<file path="src/rtl/npc_pkg.sv">
package npc_pkg;

    localparam int unsigned XLEN      = 32;
    localparam int unsigned OP_W      = 6;
    localparam int unsigned FN_W      = 6;
    localparam int unsigned OFF_W     = 16;
    localparam int unsigned JADDR_W   = 26;
    localparam int unsigned REG_IDX_W = 5;

    localparam logic [OP_W-1:0] OP_SPECIAL = 6'd0;
    localparam logic [OP_W-1:0] OP_JUMP    = 6'd2;
    localparam logic [OP_W-1:0] OP_JLINK   = 6'd3;
    localparam logic [OP_W-1:0] OP_BREQ    = 6'd4;
    localparam logic [OP_W-1:0] OP_BRNE    = 6'd5;
    localparam logic [FN_W-1:0] FN_JREG    = 6'd8;

    typedef enum logic [2:0] {
        FLOW_SEQ,
        FLOW_BREQ,
        FLOW_BRNE,
        FLOW_JUMP,
        FLOW_JLINK,
        FLOW_JREG
    } flow_e;

    typedef struct packed {
        logic [XLEN-1:0] pc;
    } pc_state_t;

endpackage

</file>
<file path="src/rtl/npc_decode.sv">
module npc_decode
    import npc_pkg::*;
(
    input  logic [OP_W-1:0] opcode,
    input  logic [FN_W-1:0] funct,
    output flow_e           flow
);

    always_comb begin
        unique case (opcode)
            OP_BREQ:    flow = FLOW_BREQ;
            OP_BRNE:    flow = FLOW_BRNE;
            OP_JUMP:    flow = FLOW_JUMP;
            OP_JLINK:   flow = FLOW_JLINK;
            OP_SPECIAL: flow = (funct == FN_JREG) ? FLOW_JREG : FLOW_SEQ;
            default:    flow = FLOW_SEQ;
        endcase
    end

endmodule

</file>
<file path="src/rtl/npc_target.sv">
module npc_target
    import npc_pkg::*;
#(
    parameter int unsigned REGION_W = 4
) (
    input  logic [XLEN-1:0]    pc_cur,
    input  logic [JADDR_W-1:0] field26,
    output logic [XLEN-1:0]    pc_plus4,
    output logic [XLEN-1:0]    br_target,
    output logic [XLEN-1:0]    jmp_target
);

    localparam int unsigned SEXT_W = XLEN - OFF_W - 2;

    logic [OFF_W-1:0] off16;
    logic [XLEN-1:0]  off_bytes;

    always_comb begin
        off16      = field26[OFF_W-1:0];
        pc_plus4   = pc_cur + XLEN'(4);
        off_bytes  = {{SEXT_W{off16[OFF_W-1]}}, off16, 2'b00};
        br_target  = pc_plus4 + off_bytes;
        jmp_target = {pc_plus4[XLEN-1 -: REGION_W], field26, 2'b00};
    end

endmodule

</file>
<file path="src/rtl/npc_unit.sv">
module npc_unit
    import npc_pkg::*;
#(
    parameter logic [31:0] START_PC = 32'h0040_0000,
    parameter int unsigned LINK_REG = 31,
    parameter int unsigned REGION_W = 4
) (
    input  logic        clk,
    input  logic        rst_n,
    input  logic        step_en,
    input  logic [31:0] instr,
    input  logic [31:0] rs_val,
    input  logic        rs_equal,
    output logic [31:0] pc,
    output logic [31:0] next_pc,
    output logic        link_we,
    output logic [4:0]  link_idx,
    output logic [31:0] link_data
);

    pc_state_t st_d, st_q;
    flow_e     flow;
    logic [XLEN-1:0] pc_plus4, br_target, jmp_target;
    logic [XLEN-1:0] npc;

    npc_decode u_decode (
        .opcode (instr[31:26]),
        .funct  (instr[5:0]),
        .flow   (flow)
    );

    npc_target #(.REGION_W(REGION_W)) u_target (
        .pc_cur     (st_q.pc),
        .field26    (instr[JADDR_W-1:0]),
        .pc_plus4   (pc_plus4),
        .br_target  (br_target),
        .jmp_target (jmp_target)
    );

    always_comb begin
        unique case (flow)
            FLOW_BREQ:  npc = rs_equal  ? br_target : pc_plus4;
            FLOW_BRNE:  npc = !rs_equal ? br_target : pc_plus4;
            FLOW_JUMP:  npc = jmp_target;
            FLOW_JLINK: npc = jmp_target;
            FLOW_JREG:  npc = rs_val;
            default:    npc = pc_plus4;
        endcase
        st_d = st_q;
        if (step_en) begin
            st_d.pc = npc;
        end
        next_pc   = npc;
        link_we   = step_en && (flow == FLOW_JLINK);
        link_idx  = REG_IDX_W'(LINK_REG);
        link_data = pc_plus4;
        pc        = st_q.pc;
    end

    always_ff @(posedge clk or negedge rst_n) begin
        if (!rst_n) begin
            st_q.pc <= START_PC;
        end else begin
            st_q <= st_d;
        end
    end

    // PC frozen while not stepping
    p_hold_r9: assert property (@(posedge clk) disable iff (!rst_n)
        !step_en |=> $stable(pc));

    // sequential flow advances by one word
    p_seq_r2: assert property (@(posedge clk) disable iff (!rst_n)
        (step_en && instr[31:26] > OP_BRNE) |=> pc == $past(pc) + 32'd4);

    // register jump lands on the register value
    p_jreg_r8: assert property (@(posedge clk) disable iff (!rst_n)
        (step_en && instr[31:26] == OP_SPECIAL && instr[5:0] == FN_JREG)
        |=> pc == $past(rs_val));

    // link carries return address into register 31
    p_link_r7: assert property (@(posedge clk) disable iff (!rst_n)
        link_we |-> (link_data == pc + 32'd4 && link_idx == 5'd31));

    // link request only for a stepping jump-and-link
    p_link_only_r10: assert property (@(posedge clk) disable iff (!rst_n)
        link_we |-> (step_en && instr[31:26] == OP_JLINK));

    // equal-branch with flag low falls through
    p_beq_nt_r4: assert property (@(posedge clk) disable iff (!rst_n)
        (step_en && instr[31:26] == OP_BREQ && !rs_equal)
        |=> pc == $past(pc) + 32'd4);

endmodule

</file>
<file path="config.mk">
export PLATFORM = sky130hd
export DESIGN_NAME = npc_unit
export DESIGN_NICKNAME = d
export VERILOG_FILES = /design/src/rtl/npc_pkg.sv /design/src/rtl/npc_decode.sv /design/src/rtl/npc_target.sv /design/src/rtl/npc_unit.sv
export SDC_FILE = /design/constraint.sdc
export NUM_CORES = 1
export LEC_CHECK = 0
export ABC_AREA = 1
export ABC_CLOCK_PERIOD_IN_PS = 3600
export BUFFER_PORTS_ARGS = -buffer_cell sky130_fd_sc_hd__buf_2
export CORE_UTILIZATION = 50
export DETAILED_ROUTE_END_ITERATION = 8
export PLACE_DENSITY = 0.79
export RECOVER_POWER = 100
export SYNTH_ARGS = -nofsm -noshare
export SYNTH_HDL_FRONTEND = slang
export SYNTH_SLANG_ARGS = --single-unit
</file>
<file path="constraint.sdc">
create_clock -name clk -period 3.6 [get_ports clk]
set_input_delay 0.54 -clock clk [delete_from_list [all_inputs] [get_ports clk]]
set_output_delay 0.54 -clock clk [all_outputs]
set_load 0.01 [all_outputs]
</file>
==> run summary <==
status = finished, violations left
failing checks = capacitance limit, slew limit, setup timing
Worst Path Arrival = 3.31 ns
CP Launch Type = register
largest net degree at the start of global routing = 40
GRT Overall Usage = 39.15%
die width = 104.3 um
number of antenna violations at the first check in global routing = 0
layout cells sized above 1 = 42.23%
asr flop ratio synth = 100.0%
number of synthesized register bits = 32
Crit Path Max Fanout = 4
R2R depth = 19
Pleak = 4.387 nW
IO Count = 170
CP Capture Point = next_pc[13]
WP data required = 3.06 ns
Clock Pin Slew Worst Setup and Hold Paths = 0.07 ns
DRT Wirelength = 24140 um
final max-slew violation count = 33
Via density = 5.768
reg2reg setup slack = 0.33 ns
first-pass GRT wire length = 33820 um
fill count = 723
CTS Buf Count = 5
Max Buffers Root-to-Sink = 2
post-layout instance area = 0.008005 mm^2
DRC viols = 0
Placed Instances = 1264
post-synthesis sequential area ratio = 15.33%
Reg with most FFs = pc
clk_skew = 0.005825 ns
placed wire-length estimate = 17160 um
Cells after Synth = 940
Via Count = 7637
core box area = 0.009955 mm^2
placer congestion estimate = 0.9822
DR iter-0 viols = 697
CTS sink cnt = 32
predominant post-synthesis flop cell = dfrtp_1
most common cell after layout, fill and taps aside = nand2_1
placed cell areas = 0.006445 mm^2
min Tclk post-route = 3.852 ns
H-tree depth = 2
CTS tree = built
RSZ-0062 raised after global routing = yes
Hold WC Path Type = register to register
die height = 104.3 um
slack of the critical path = -0.2518 ns
pre-CTS setup slack = -0.09278 ns
Synth cell types = 43
Hold-fix buffers, CTS = 0
WL per Instance = 18.23 um
Worst-Skew Late Latency = 0.29 ns
max FFs per register = 32
largest registers = pc: 32 flops
Post-Syn Area = 0.005233 mm^2
vias in the first global route = 6711
Final Power = 0.003665 W
Hold Violations, Final = 0
root buffer cell = clkbuf_8
reg2reg end = pc[13]
NumNets Final = 1293
Worst-Margin Slew = 1.783 ns
total gr overflow = 0
Worst Setup End Kind = primary output
Post-synth EDFFs = 0
fin cells = 1324
Slew HR = -18.90%
VDD IR max = 0.0003902 V
IO Port Bufs = 164
Yosys warnings = 0
site row count = 36
area grow syn2layout = 52.99%
final setup violation count = 21
Starting Density = 52.56%
mean post-synth cell area = 5.567 um^2
Reg-to-Reg Start = pc[3]
Setup crit start = pc[3]
TritonRoute pass-1 iters = 8
power density cells = 457.8 mW/mm^2
CP Class = register to primary output
die area = 0.01088 mm^2
antenna cells = 0
antenna viol nets, final = 0
most frequent cells in the layout = 340 x nand2_1, 153 x buf_2, 104 x inv_1, 96 x buf_4, 51 x nand3_1
maxcap violations = 1
Final Cycle Share = 107.0%
Final Util = 80.42%
FMAX = 259.6 MHz
report_power, final:
group          switching (W)  total [W]  internal, W
Clock               0.000137   0.000273     0.000136
Sequential          0.000127   0.000577     0.000449
Combinational        0.00167    0.00282      0.00114
Total                0.00194    0.00366      0.00173
cells in the mapped netlist, types with 3 or more instances:
cell type | count | share of area (%)
nand3_2 | 5 | 0.96
o21bai_1 | 6 | 0.86
nor3_2 | 7 | 1.3
xor2_1 | 17 | 2.8
dfrtp_1 | 31 | 15
inv_2 | 8 | 0.57
o21ai_0 | 12 | 1.1
nand2_1 | 404 | 29
buf_2 | 6 | 0.57
buf_4 | 10 | 1.4
or2_2 | 9 | 1.1
and2_1 | 3 | 0.36
xnor2_1 | 6 | 1.0
ha_1 | 34 | 8.1
nand4_1 | 25 | 3.0
a22o_1 | 5 | 0.84
nand3b_1 | 10 | 1.4
clkbuf_1 | 5 | 0.36
o2111ai_1 | 4 | 0.67
nor2_1 | 71 | 5.1
inv_1 | 123 | 8.8
nor2_2 | 8 | 0.96
a21oi_1 | 25 | 2.4
nand3_1 | 71 | 6.8
o21ai_1 | 3 | 0.29
nor3_1 | 10 | 0.96
worst min-delay path by stage:
| stage | startpoint | endpoint | slack [ns] | depth (start not counted) |
|---|---|---|---|---|
| floorplan | rst_n | pc[0] | 0.24 | 0 |
| global placement | pc[22] | pc[22] | 0.50 | 2 |
| finish | pc[22] | pc[22] | 0.51 | 2 |
| detailed placement | pc[22] | pc[22] | 0.50 | 2 |
| CTS | rst_n | pc[28] | 0.33 | 1 |
| global route | pc[22] | pc[22] | 0.54 | 2 |
worst max-delay path: stages, from the launching register on:
cell and delay, ns:
dfrtp_1 0.40, ha_2 0.25, nand2_2 0.07, inv_2 0.10, nand2_4 0.07, nor2_4 0.12
nand2_4 0.09, xor2_2 0.18, inv_2 0.09, ha_4 0.26, a21oi_4 0.21, o21bai_4 0.10
inv_2 0.09, nand3_4 0.08, or2_2 0.28, nand3_1 0.07, nand4_1 0.29, buf_2 0.26
what timing repair did:
| item | CTS | global route |
|---|---|---|
| resized for setup | 79 | 175 |
| setup buffers | 23 | 29 |
| setup endpoints to repair | 23 | 23 |
| pin swaps | 30 | 64 |
| cloned | 0 | 0 |
cell families after synthesis:
group                      count (synthesis)  share of synthesized area (%)
AOI/OAI and AO/OA                         60                          6.934
xor gates and xnor gates                  24                          4.161
adders and majority gates                 35                          8.513
buffers and inverters                    154                          11.91
DFF                                       32                          15.33
other                                      1                        0.07167
and+or+nand+nor                          634                          53.08
cell type report:
type / instances / area (um^2) / area share (%)
sequential: 32 / 809.5 / 10.11
multi-input combinational: 758 / 4903 / 61.25
timing repair buffer: 261 / 1546 / 19.32
clock buffer: 7 / 76.32 / 0.9534
clock inverter: 1 / 5.005 / 0.06252
tap: 133 / 166.4 / 2.079
inverter: 132 / 498.0 / 6.221
per-stage QoR:
stage          hold WS, ns  TNS [ns]
2_1_floorplan       0.2444         0
3_3_place_gp        0.4950   -0.2312
3_5_place_dp        0.4976   -0.2681
4_1_cts             0.3320   -0.3766
5_1_grt             0.5383    -5.071
6_report            0.5087    -2.650
per-layer routing:
metal	vias up	track usage, %	wire length (um)
li1	3462	-	-
met1	3437	48.94	8960
met2	586	66.27	11080
met3	152	5.326	2313
met4	0	18.16	1786
met5	-	0	0
Power figures use the tool's default switching activity.
